## src/rtl/cfg_write_pkg.sv

```systemverilog
package cfg_write_pkg;

    localparam logic [7:0] TOK_WRITE    = 8'hC0;
    localparam logic [7:0] TOK_END      = 8'h01;
    localparam logic [7:0] TOK_ACK      = 8'h03;
    localparam logic [7:0] TOK_SYS_SEL  = 8'hC2;
    localparam logic [7:0] TOK_PROC_SEL = 8'hC3;

    localparam int ADDR_W   = 16;
    localparam int WORD_W   = 32;
    localparam int REPLY_LEN = 5;

    typedef enum logic [3:0] {
        PS_IDLE,
        PS_DEST,
        PS_CMD,
        PS_RET,
        PS_ADDR,
        PS_DATA,
        PS_TERM,
        PS_REPLY
    } parse_state_e;

    typedef struct packed {
        logic [7:0] node;
        logic [7:0] proc;
        logic [7:0] chan;
    } ret_id_t;

    typedef struct packed {
        logic       ctrl;
        logic [7:0] data;
    } symbol_t;

    function automatic logic is_target_tok(input logic ctrl, input logic [7:0] d);
        return ctrl && (d == TOK_SYS_SEL || d == TOK_PROC_SEL);
    endfunction

endpackage

```

## src/rtl/cfg_parser.sv

```systemverilog
module cfg_parser
    import cfg_write_pkg::*;
#(
    parameter int NREGS = 8,
    localparam int IDX_W = $clog2(NREGS)
) (
    input  logic               clk,
    input  logic               rst,
    input  logic               in_valid,
    input  logic               in_ctrl,
    input  logic [7:0]         in_data,
    output logic               wr_en,
    output logic               wr_bank,
    output logic [IDX_W-1:0]   wr_idx,
    output logic [WORD_W-1:0]  wr_word,
    output logic               reply_on,
    output logic [2:0]         reply_step,
    output ret_id_t            ret_id
);

    parse_state_e        state_q;
    logic [2:0]          cnt_q;
    logic                bank_q;
    ret_id_t             ret_q;
    logic [ADDR_W-1:0]   addr_q;
    logic [WORD_W-1:0]   word_q;
    logic                addr_ok;
    logic                end_seen;

    assign addr_ok  = (addr_q < ADDR_W'(NREGS));
    assign end_seen = in_valid && in_ctrl && (in_data == TOK_END);

    always_ff @(posedge clk) begin
        if (rst) begin
            state_q <= PS_IDLE;
            cnt_q   <= '0;
            bank_q  <= 1'b0;
            ret_q   <= '0;
            addr_q  <= '0;
            word_q  <= '0;
        end else begin
            unique case (state_q)
                PS_IDLE: begin
                    if (in_valid && is_target_tok(in_ctrl, in_data)) begin
                        bank_q  <= (in_data == TOK_PROC_SEL);
                        state_q <= PS_DEST;
                    end
                end
                PS_DEST: begin
                    if (in_valid) state_q <= in_ctrl ? PS_IDLE : PS_CMD;
                end
                PS_CMD: begin
                    if (in_valid) begin
                        cnt_q   <= '0;
                        state_q <= (in_ctrl && in_data == TOK_WRITE) ? PS_RET : PS_IDLE;
                    end
                end
                PS_RET: begin
                    if (in_valid) begin
                        if (in_ctrl) begin
                            state_q <= PS_IDLE;
                        end else begin
                            ret_q <= {ret_q.proc, ret_q.chan, in_data};
                            cnt_q <= cnt_q + 3'd1;
                            if (cnt_q == 3'd2) begin
                                cnt_q   <= '0;
                                state_q <= PS_ADDR;
                            end
                        end
                    end
                end
                PS_ADDR: begin
                    if (in_valid) begin
                        if (in_ctrl) begin
                            state_q <= PS_IDLE;
                        end else begin
                            addr_q <= {addr_q[7:0], in_data};
                            cnt_q  <= cnt_q + 3'd1;
                            if (cnt_q == 3'd1) begin
                                cnt_q   <= '0;
                                state_q <= PS_DATA;
                            end
                        end
                    end
                end
                PS_DATA: begin
                    if (in_valid) begin
                        if (in_ctrl) begin
                            state_q <= PS_IDLE;
                        end else begin
                            word_q <= {word_q[WORD_W-9:0], in_data};
                            cnt_q  <= cnt_q + 3'd1;
                            if (cnt_q == 3'd3) begin
                                cnt_q   <= '0;
                                state_q <= PS_TERM;
                            end
                        end
                    end
                end
                PS_TERM: begin
                    if (in_valid) begin
                        cnt_q   <= '0;
                        state_q <= (end_seen && addr_ok) ? PS_REPLY : PS_IDLE;
                    end
                end
                PS_REPLY: begin
                    cnt_q <= cnt_q + 3'd1;
                    if (cnt_q == 3'(REPLY_LEN - 1)) begin
                        cnt_q   <= '0;
                        state_q <= PS_IDLE;
                    end
                end
                default: state_q <= PS_IDLE;
            endcase
        end
    end

    assign wr_en      = (state_q == PS_TERM) && end_seen && addr_ok;
    assign wr_bank    = bank_q;
    assign wr_idx     = addr_q[IDX_W-1:0];
    assign wr_word    = word_q;
    assign reply_on   = (state_q == PS_REPLY);
    assign reply_step = cnt_q;
    assign ret_id     = ret_q;

endmodule

```

## src/rtl/cfg_regfile.sv

```systemverilog
module cfg_regfile
    import cfg_write_pkg::*;
#(
    parameter int NREGS = 8,
    localparam int IDX_W = $clog2(NREGS),
    localparam int NBANKS = 2
) (
    input  logic              clk,
    input  logic              rst,
    input  logic              wr_en,
    input  logic              wr_bank,
    input  logic [IDX_W-1:0]  wr_idx,
    input  logic [WORD_W-1:0] wr_word,
    input  logic              rd_bank,
    input  logic [IDX_W-1:0]  rd_idx,
    output logic [WORD_W-1:0] rd_data,
    output logic [7:0]        node_id
);

    logic [WORD_W-1:0] bank_rd [NBANKS];
    logic [WORD_W-1:0] bank_r0 [NBANKS];

    for (genvar b = 0; b < NBANKS; b++) begin : g_bank
        logic [WORD_W-1:0] regs_q [NREGS];
        logic              sel;

        assign sel = wr_en && (wr_bank == 1'(b));

        always_ff @(posedge clk) begin
            if (rst) begin
                for (int i = 0; i < NREGS; i++) regs_q[i] <= '0;
            end else if (sel) begin
                regs_q[wr_idx] <= wr_word;
            end
        end

        assign bank_rd[b] = regs_q[rd_idx];
        assign bank_r0[b] = regs_q[0];
    end

    assign rd_data = bank_rd[rd_bank];
    assign node_id = bank_r0[0][7:0];

endmodule

```

## src/rtl/cfg_reply.sv

```systemverilog
module cfg_reply
    import cfg_write_pkg::*;
(
    input  logic       reply_on,
    input  logic [2:0] reply_step,
    input  ret_id_t    ret_id,
    output logic       out_valid,
    output logic       out_ctrl,
    output logic [7:0] out_data
);

    symbol_t sym;

    always_comb begin
        unique case (reply_step)
            3'd0:    sym = '{ctrl: 1'b0, data: ret_id.node};
            3'd1:    sym = '{ctrl: 1'b0, data: ret_id.proc};
            3'd2:    sym = '{ctrl: 1'b0, data: ret_id.chan};
            3'd3:    sym = '{ctrl: 1'b1, data: TOK_ACK};
            3'd4:    sym = '{ctrl: 1'b1, data: TOK_END};
            default: sym = '{ctrl: 1'b0, data: 8'h00};
        endcase
    end

    assign out_valid = reply_on;
    assign out_ctrl  = reply_on && sym.ctrl;
    assign out_data  = reply_on ? sym.data : 8'h00;

endmodule

```

## src/rtl/cfg_write_handler.sv

```systemverilog
module cfg_write_handler
    import cfg_write_pkg::*;
#(
    parameter int NREGS = 8,
    localparam int IDX_W = $clog2(NREGS)
) (
    input  logic              clk,
    input  logic              rst,
    input  logic              in_valid,
    input  logic              in_ctrl,
    input  logic [7:0]        in_data,
    output logic              out_valid,
    output logic              out_ctrl,
    output logic [7:0]        out_data,
    input  logic              rd_bank,
    input  logic [IDX_W-1:0]  rd_idx,
    output logic [WORD_W-1:0] rd_data,
    output logic [7:0]        node_id
);

    logic              wr_en;
    logic              wr_bank;
    logic [IDX_W-1:0]  wr_idx;
    logic [WORD_W-1:0] wr_word;
    logic              reply_on;
    logic [2:0]        reply_step;
    ret_id_t           ret_id;

    cfg_parser #(.NREGS(NREGS)) u_parser (
        .clk        (clk),
        .rst        (rst),
        .in_valid   (in_valid),
        .in_ctrl    (in_ctrl),
        .in_data    (in_data),
        .wr_en      (wr_en),
        .wr_bank    (wr_bank),
        .wr_idx     (wr_idx),
        .wr_word    (wr_word),
        .reply_on   (reply_on),
        .reply_step (reply_step),
        .ret_id     (ret_id)
    );

    cfg_regfile #(.NREGS(NREGS)) u_regs (
        .clk     (clk),
        .rst     (rst),
        .wr_en   (wr_en),
        .wr_bank (wr_bank),
        .wr_idx  (wr_idx),
        .wr_word (wr_word),
        .rd_bank (rd_bank),
        .rd_idx  (rd_idx),
        .rd_data (rd_data),
        .node_id (node_id)
    );

    cfg_reply u_reply (
        .reply_on   (reply_on),
        .reply_step (reply_step),
        .ret_id     (ret_id),
        .out_valid  (out_valid),
        .out_ctrl   (out_ctrl),
        .out_data   (out_data)
    );

endmodule

```

## config.mk

```make
export PLATFORM = sky130hd
export DESIGN_NAME = cfg_write_handler
export DESIGN_NICKNAME = d
export VERILOG_FILES = /design/src/rtl/cfg_write_pkg.sv /design/src/rtl/cfg_parser.sv /design/src/rtl/cfg_regfile.sv /design/src/rtl/cfg_reply.sv /design/src/rtl/cfg_write_handler.sv
export SDC_FILE = /design/constraint.sdc
export NUM_CORES = 1
export LEC_CHECK = 0
export ABC_AREA = 1
export CAP_MARGIN = 30
export CORE_UTILIZATION = 49
export CTS_CLUSTER_DIAMETER = 40
export DETAILED_ROUTE_END_ITERATION = 6
export PLACE_DENSITY_LB_ADDON = 0.3
export SYNTH_ARGS = -nofsm -noshare
export SYNTH_HDL_FRONTEND = slang
export SYNTH_SLANG_ARGS = --single-unit
```

## constraint.sdc

```tcl
create_clock -name clk -period 2.6 [get_ports clk]
set_input_delay 0.26 -clock clk [delete_from_list [all_inputs] [get_ports clk]]
set_output_delay 0.26 -clock clk [all_outputs]
set_load 0.05 [all_outputs]
```

Word level (Yosys, flattened, before mapping)
Memory sizes are Yosys's and may differ from the RTL's.
Cells that the tools add are included.
{"block": "word_totals", "register_bits": 80, "latch_bits": 0, "ramBits": 512, "romBits": 0, "in_bits": 16, "output_inout_bits": 50, "elab_cells": 119, "n_memories": 2}
{"block": "op_classes", "add_sub_neg": 1, "multipliers": 0, "div_mod_pow": 0, "magnitude_cmp": 2, "eq_ne": 30, "shift": 0, "muxes": 49, "bitwise": 3, "reduce_logical": 24}
{"memory": "u_regs.g_bank[0].regs_q", "depth": 8, "width": 32, "rd": 2, "rd_ports_with_merged_regs": 0, "wr": 8, "line_no": "cfg_regfile.sv:24", "source": "logic [WORD_W-1:0] regs_q [NREGS];"}
{"memory": "u_regs.g_bank[1].regs_q", "depth": 8, "width": 32, "rd": 1, "rd_ports_with_merged_regs": 0, "wr": 8, "line_no": "cfg_regfile.sv:24"}
{"cell": "32-bit 2-to-1 mux", "n": 5}
{"cell": "32-bit OR reduction", "n": 2}
{"cell": "4-bit 2-to-1 mux", "n": 14}
{"cell": "9-bit one-hot mux with 5 select lines", "n": 1}
{"cell": "3-bit 2-to-1 mux", "n": 14}
{"cell": "4-bit one-hot mux with 8 select lines", "n": 1}
{"cell": "8-bit equality test (second input constant)", "n": 3}
{"cell": "2-bit != test (second input constant)", "n": 10}
{"cell": "4-bit by 3-bit equality test with 1-bit output (second input constant)", "n": 4}
{"cell": "16-bit by 4-bit < comparator with 1-bit output (second input constant)", "n": 1}
{"cell": "3-bit one-hot mux with 5 select lines", "n": 1}
{"cell": "1-bit logical AND", "n": 11}
{"cell": "11-bit AND reduction", "n": 1}
{"cell": "1-bit 2-to-1 mux", "n": 10}
{"cell": "3-bit by 2-bit != test with 1-bit output (second input constant)", "n": 3}
{"cell": "3-bit AND reduction", "n": 3}
{"cell": "4-bit by 2-bit equality test with 1-bit output (second input constant)", "n": 2}
{"cell": "8-bit by 1-bit equality test with 1-bit output (second input constant)", "n": 1}
{"cell": "8-bit 2-to-1 mux", "n": 1}
{"cell": "8-bit AND reduction", "n": 1}
{"cell": "3-bit by 2-bit equality test with 1-bit output (second input constant)", "n": 2}
{"cell": "5-bit nonzero test", "n": 1}
{"cell": "4-bit by 1-bit equality test with 1-bit output (second input constant)", "n": 1}
{"cell": "4-bit logical NOT", "n": 1}
{"cell": "other kinds (12)", "n": 15}

Longest topological paths before layout
Gate-level depths: netlist (run 1).
{"block": "depth", "ltp_word": 10, "depth_mapped": 11, "depth_no_buf": 10}

Hierarchy
From an unflattened synthesis (run 1), not the netlist that was laid out.
{"block": "unflattened", "cells_unflattened": 3258, "area_unflattened_um2": 27986.8}
{"module": "cfg_regfile", "instances": 1, "cells_each": 2738, "area_each_um2": 24377.1, "seq_area_each_um2": 15374.7}
{"module": "cfg_parser", "instances": 1, "cells_each": 454, "area_each_um2": 3300.7, "seq_area_each_um2": 1581.5}
{"module": "cfg_reply", "instances": 1, "cells_each": 66, "area_each_um2": 309.0, "seq_area_each_um2": 0.0}

Worst setup path after synthesis (run 1)
No wires, ideal clock.
{"block": "synth_timing", "path_kind": "register to register", "from": "reg u_parser.state_q[1]", "to": "mem u_regs.g_bank[0].regs_q[1][0], enable pin", "setup_time_ps": 389, "arrival_ps": 2108, "t_required_ps": 2211, "path_slack_ps": 102, "stages_incl_launch_ff": 11, "path_buffers": 2, "synth_period_minus_slack_ps": 2498, "path_cell_list": "dfxtp_1 nand2_2 nor2_1 nand2_1 nor2_1 nand2_1 clkinv_2 buf_12 nand4_4 buf_6 nand2_1"}
{"element": "start: declaration", "line_no": "cfg_parser.sv:21", "source": "parse_state_e state_q;"}
{"element": "start signal: assignment", "line_no": "cfg_parser.sv:50", "source": "if (in_valid) state_q <= in_ctrl ? PS_IDLE : PS_CMD;"}
{"element": "start signal: assignment", "line_no": "cfg_parser.sv:55", "source": "state_q <= (in_ctrl && in_data == TOK_WRITE) ? PS_RET : PS_IDLE;"}
{"element": "start signal: assignment", "line_no": "cfg_parser.sv:103", "source": "state_q <= (end_seen && addr_ok) ? PS_REPLY : PS_IDLE;"}
{"element": "end: declaration", "line_no": "cfg_regfile.sv:24"}

Worst setup path in the final report (run 1)
{"block": "layout_timing", "from": "reg u_parser.state_q[1]", "to": "out out_data[1]"}
{"block": "layout_via", "elab_chain_len": 2}
{"element": "4-bit by 3-bit equality test with 1-bit output", "line_no": "cfg_parser.sv:122", "source": "assign reply_on = (state_q == PS_REPLY);"}
{"element": "8-bit 2-to-1 mux", "line_no": "cfg_reply.sv:27", "source": "assign out_data = reply_on ? sym.data : 8'h00;"}
{"element": "end: declaration", "line_no": "cfg_write_handler.sv:14", "source": "output logic [7:0] out_data,"}
No other way between the ends.

==> impl_metrics.toml, run 1 <==
[run_status]
status = "complete, but fails checks"
violations = "design-rule violations"

[worst_setup_path]
r2r_start = "u_parser.state_q[2]$_SDFFE_PP0P_"
critPathMaxStageDelay_ns = 0.47
critical_path_class = "flip-flop to output port"
path_depth = 6
cp.required_ns = 2.34
cp_data_arrival_time_ns = 2.21
path_cells = "inv_1 > nor2_4 > buf_4 > inv_1 > a41oi_1 > buf_4"
ff2ff_setup_slack_ns = 0.35
endpoint = "out_data[1]"
cp_top_family = "buffers and inverters"
reg2reg_depth = 10
crit_path_start = "u_parser.state_q[1]$_SDFFE_PP0P_"
timing.rr.end = "u_regs.g_bank[1].regs_q[0][10]$_SDFFCE_PN0P_"
slowest_stage = "dfxtp_1"
crit_path_end_kind = "output port"
crit_buf_inv = 4
worstPathMaxFanout = 7
critPathLaunchType = "flip-flop"

[sta]
relSlewSlack_pct = 46.5
tns_ns = 0
hold_violations = 0
period_share_pct = 95.1
grt_setup_unrepaired = "false"
clock_skew_ns = 0.0234
slew_violations = 0
finalWorstSetupSlack_ns = 0.128
setup_violations = 0
worstMarginPinSlew_ns = 0.796
fin_crit_ns = 2.47
fmaxAchievable_mhz = 405

[layout]
final_area_um2 = 30600
seq_area_um2 = 17000
multiInputGateArea_um2 = 7660
area_delta_synth_final_pct = 17.6
nFillCells = 4262
diodes = 0
layout.nets = 2560
layout-drive-gt1-share_pct = 13.5

[route]
first_pass_iters = 7
ant_nets = 0
drt-initial-drc-count = 2404
drc = 2
drt-total-wl_um = 74500
wl_per_cell_um = 22.6
num_vias = 19700
avgViaCountPerCell = 5.98

[grt]
grt_max_degree = 101
grt_pass1_vias = 19400
antenna_found_initial = 2
grt_pass1_wl_um = 113000
grt_overflow = 0
grt_use_total_pct = 27.9

[pwr]
power-per-cell-area_nw_per_um2 = 802
power.total_mw = 24.5
vdd_drop_max_uv = 546
leakage_nw = 10.6

[logic_synthesis]
yosysSeqAreaShare_pct = 65.1
syn_area_um2 = 26000
ys_seq_elements = 591
syn_avg_cell_area_um2 = 10.4
netlist_instances = 2502
synthDistinctLibCells = 28
yosysWarnings = 0
syn-num-nets = 2524

[placed_design]
postPlaceCellArea_um2 = 27800
hpwl_um = 42600
place_ws_ns = 0.0827
io_buffer_count = 65
place.gp.congestion = 0.891

[clock_tree]
cts_made_buffers = 82
htreeDepth = 3
cts_sinks = 591
cts_setup_buffers = 0
clock_path_buffers = 3
clkLatencyLatePin_ns = 0.64
path_clk_slew_ns = 0.06
clockRootBuffer = "clkbuf_16"
cts_hold_buf = 0
cts_tree = "built"

[die]
dieArea_um2 = 54100
core-area_um2 = 52600
die_w_um = 233
initial_core_util_pct = 49.5
die_h_um = 233
ioPinCount = 66
rows = 84

[job]
drv_cap = 0

[worst_hold_path]
hold_start = "in_data[7]"
min_path_type = "input pin to flip-flop"
## area by class of cell
class	instances	share of cell area, %
Clock buffer	89	6.92
Clock inverter	63	2.40
Inverter	90	1.13
Multi-Input combinational cell	1602	25.0
Sequential cell	591	55.4
Tap cell	688	2.81
Timing Repair Buffer	171	6.32
## state kept, by name, indices dropped and copies added, names as in the netlist
signal,flops
u_parser.state_q,3
u_parser.addr_q,16
u_parser.wr_bank,1
u_parser.wr_word,32
u_regs.g_bank.regs_q,512
u_parser.reply_step,3
u_parser.ret_id,24
## power by group
| group | internal (mW) | total [mW] | switching, mW |
|---|---|---|---|
| Clock | 7.02 | 11.5 | 4.50 |
| Sequential | 10.6 | 10.8 | 0.148 |
| Combinational | 0.703 | 2.25 | 1.55 |
| Total | 18.3 | 24.5 | 6.20 |
## routing by layer
metal  vias to the layer above  wire length (µm)  track usage [%]
met2                      1141             35600             44.9
li1                       8828                 -                -
met4                         2              2610             12.4
met5                         -                14                0
met3                       172              7550             5.45
met1                      9566             28700             36.5
## cell usage after synthesis
| cell | n | area, µm² |
|---|---|---|
| nor2_1 | 801 | 3010 |
| edfxtp_1 | 512 | 15400 |
| o21ai_0 | 337 | 1690 |
| clkbuf_1 | 147 | 552 |
| nand2_1 | 125 | 469 |
| o221ai_1 | 101 | 885 |
| dfxtp_1 | 79 | 1580 |
| a21oi_1 | 63 | 315 |
| inv_1 | 54 | 203 |
| nand3_1 | 53 | 265 |
| clkinv_1 | 34 | 128 |
| buf_6 | 30 | 338 |
| nor2_2 | 30 | 188 |
| buf_2 | 28 | 140 |
| o211ai_1 | 28 | 210 |
| o22ai_1 | 27 | 169 |
| nand4_4 | 10 | 213 |
| buf_4 | 9 | 67.6 |
| nor3_1 | 9 | 45.0 |
| nand4_1 | 8 | 50.1 |
| ha_1 | 6 | 75.1 |
| buf_1 | 4 | 15.0 |
| a41oi_1 | 2 | 17.5 |
| buf_12 | 1 | 20.0 |
| clkinv_2 | 1 | 5.00 |
| inv_2 | 1 | 3.75 |
| nand2_2 | 1 | 6.26 |
| nand3b_1 | 1 | 7.51 |
## timing repair
item / in CTS / in global routing
gates resized for setup: 2 / 1
setup endpoints to repair: 2 / 2
pin swaps: 0 / 0
## worst reg2reg max path, delay by kind of cell, from the launching register on
kind          cells  cell delay, ns
buf+inv           4            0.62
flops             1            0.45
simple gates      6            0.84
## placed cells by master, fill, tap and decap left out, types with 2 or more instances in the layout
| cell | instances |
|---|---|
| o221ai_1 | 101 |
| nor3_1 | 9 |
| clkdlybuf4s50_1 | 19 |
| clkinv_8 | 2 |
| nand4_4 | 10 |
| a21oi_1 | 63 |
| clkbuf_16 | 83 |
| o22ai_1 | 27 |
| nand4_1 | 8 |
| inv_16 | 3 |
| o211ai_1 | 28 |
| clkbuf_1 | 4 |
| clkinv_1 | 43 |
| buf_12 | 48 |
| clkinv_2 | 17 |
| ha_1 | 6 |
| bufinv_16 | 10 |
| nand2_1 | 108 |
| clkinv_4 | 10 |
| inv_2 | 2 |
| edfxtp_1 | 512 |
| inv_6 | 4 |
| clkbuf_8 | 2 |
| nand2_2 | 18 |
| buf_4 | 100 |
| o21ai_0 | 337 |
| dfxtp_1 | 79 |
| clkinvlp_4 | 6 |
| dlygate4sd2_1 | 2 |
| a41oi_1 | 2 |
| nor2_1 | 801 |
| inv_1 | 51 |
| nand3_1 | 53 |
| inv_8 | 4 |
| nor2_2 | 29 |
## metrics by stage
step	instances	hold WS (ns)	utilization (%)
6_report	3294	0.232	58.2
5_1_grt	3294	0.267	58.2
4_1_cts	3294	0.221	58.2
3_5_place_dp	3142	0.456	52.8
3_3_place_gp	3142	0.444	52.8
2_1_floorplan	2502	0.329	-
## kinds of logic (layout without fill, tap and decap cells)
group | count (synthesis) | count (layout) | share of synthesized area, %
AOI/OAI and AO/OA | 558 | 558 | 12.6
adders and majority gates | 6 | 6 | 0.288
buffers and inverters | 309 | 413 | 5.65
DFF | 591 | 591 | 65.1
and+or+nand+nor | 1038 | 1038 | 16.3
## worst min-delay path by stage
| stage | slack, ns | end | depth (start not counted) |
|---|---|---|---|
| global placement | 0.44 | u_parser.addr_q[11]$_SDFFE_PP0P_ | 2 |
| global route | 0.27 | u_parser.ret_id[7]$_SDFFE_PP0P_ | 3 |
| detailed placement | 0.46 | u_parser.addr_q[11]$_SDFFE_PP0P_ | 2 |
| CTS | 0.22 | u_parser.ret_id[7]$_SDFFE_PP0P_ | 3 |
| finish | 0.23 | u_parser.ret_id[7]$_SDFFE_PP0P_ | 3 |
| floorplan | 0.33 | u_parser.state_q[0]$_SDFFE_PP0P_ | 1 |
(Power assumes the default switching activity.)
==> run 2: changes to the inputs <==
--- a/config.mk
+++ b/config.mk
@@ -7,6 +7,7 @@
 export LEC_CHECK = 0
 export ABC_AREA = 1
 export CAP_MARGIN = 30
+export CORE_MARGIN = 10
 export CORE_UTILIZATION = 49
 export CTS_CLUSTER_DIAMETER = 40
 export DETAILED_ROUTE_END_ITERATION = 6
@@ -14,3 +15,4 @@
 export SYNTH_ARGS = -nofsm -noshare
 export SYNTH_HDL_FRONTEND = slang
 export SYNTH_SLANG_ARGS = --single-unit
+export TNS_END_PERCENT = 1
==> impl_metrics.toml, run 2 (same netlist as run 1, synthesis figures left out) <==
[worst_setup_path]
crit_path_start = "u_parser.reply_step[0]$_SDFFE_PP0P_"
endpoint = "out_data[0]"
cp_data_arrival_time_ns = 2.09
ff2ff_setup_slack_ns = 0.36
r2r_start = "u_parser.state_q[1]$_SDFFE_PP0P_"
crit_path_end_kind = "output port"
critical_path_class = "flip-flop to output port"
critPathLaunchType = "flip-flop"
reg2reg_depth = 10
timing.rr.end = "u_regs.g_bank[1].regs_q[6][18]$_SDFFCE_PN0P_"
worstPathMaxFanout = 8
cp.required_ns = 2.34

[layout]
largest-register = "u_regs.g_bank.regs_q"
layoutNonFillerInstCount = 3280
layout.nets = 2549
layout-drive-gt1-share_pct = 13.1
layout_commonest_cell = "nor2_1"
area_delta_synth_final_pct = 17.3
largest_reg_flops = 512
diodes = 0
layout_common_cells = "nor2_1 (801), edfxtp_1 (512), o21ai_0 (337)"

[route]
drt-total-wl_um = 73200
drc = 0
first_pass_iters = 6
avgViaCountPerCell = 5.98
drt-initial-drc-count = 2308
num_vias = 19600
wl_per_cell_um = 22.3
ant_nets = 0

[clock_tree]
cts_hold_buf = 0
clock_path_buffers = 3
clockRootBuffer = "clkbuf_16"
clkLatencyLatePin_ns = 0.61
path_clk_slew_ns = 0.05
cts-resized-gates = 2
htreeDepth = 3
cts_setup_buffers = 0
cts_tree = "built"
cts_sinks = 591
cts_made_buffers = 82

[die]
initial_core_util_pct = 49.5
die_w_um = 251
die_h_um = 251
ioPinCount = 66
dieArea_um2 = 62800
rows = 84
core-area_um2 = 52600

[worst_hold_path]
min_path_type = "input pin to flip-flop"

[run_status]
status = "complete, no violations"

[placed_design]
io_buffer_count = 65
hpwl_um = 42200
place_ws_ns = 0.0552
dp.cells = 3131
place.gp.congestion = 0.939

[grt]
grt_overflow = 0
grtUsageMet1_pct = 28.9
grt-busiest-layer = "met2"
grt_max_degree = 91
grt_util_met3_pct = 5.23
grt_pass1_vias = 19300
antenna_found_initial = 0
met2_usage_pct = 37.5
grt_pass1_wl_um = 112000
grt_use_total_pct = 22.7

[pwr]
power.total_mw = 24.6
vdd_drop_max_uv = 517
leakage_nw = 10.6
power-per-cell-area_nw_per_um2 = 806

[sta]
fmaxAchievable_mhz = 426
period_share_pct = 90.3
hold_violations = 0
finalWorstSetupSlack_ns = 0.252
slew_violations = 0
tns_ns = 0
worstMarginPinSlew_ns = 0.790
grt_setup_unrepaired = "false"
relSlewSlack_pct = 47.2
fin_crit_ns = 2.35
clock_skew_ns = 0.0294
setup_violations = 0

[job]
drv_cap = 0
[run 2: metrics by stage]
step                util [%]  instance area, µm²  hold WS, ns
finish                  58.1               30500        0.267
global route            58.1               30500        0.256
CTS                     58.1               30500        0.249
detailed placement      52.6               27700        0.448
global placement        52.6               27700        0.440
floorplan                  -               26000        0.329
[run 2: worst min path at each step]
stage                                     start                               end  slack, ns  depth (start not counted)
3_5_place_dp   u_parser.addr_q[11]$_SDFFE_PP0P_  u_parser.addr_q[11]$_SDFFE_PP0P_       0.45                          2
2_1_floorplan                               rst  u_parser.state_q[0]$_SDFFE_PP0P_       0.33                          1
6_report                                    rst  u_parser.state_q[0]$_SDFFE_PP0P_       0.27                          2
5_1_grt                                     rst  u_parser.state_q[0]$_SDFFE_PP0P_       0.26                          2
3_3_place_gp   u_parser.addr_q[10]$_SDFFE_PP0P_  u_parser.addr_q[10]$_SDFFE_PP0P_       0.44                          2
4_1_cts                                     rst  u_parser.state_q[0]$_SDFFE_PP0P_       0.25                          2
[run 2: area by class of cell]
class	count	area, µm²
well taps	688	861
flip-flops and latches	591	17000
repair buffers	160	1840
inverters	90	347
clock buffers	96	2210
clock inverters	53	678
fillers	4296	22000
multi-input cells	1602	7650
[run 2: critical path, stage by stage (launching register included)]
cell     delay (ns)
dfxtp_1        0.34
inv_1          0.11
ha_1           0.17
nand2_1        0.09
inv_1          0.22
nand2_1        0.09
a41oi_1        0.24
buf_4          0.24
[run 2: layer usage]
metal / wire length, µm / vias to the layer above
met3: 6850 / 175
li1: - / 8808
met4: 2180 / 0
met1: 28500 / 9581
met5: 0 / -
met2: 35700 / 1059
[run 2: power breakdown]
group	switching, mW	leakage (nW)	internal (mW)
logic	1.54	3.24	0.684
registers	0.143	5.92	10.6
clock network	4.30	1.39	7.34
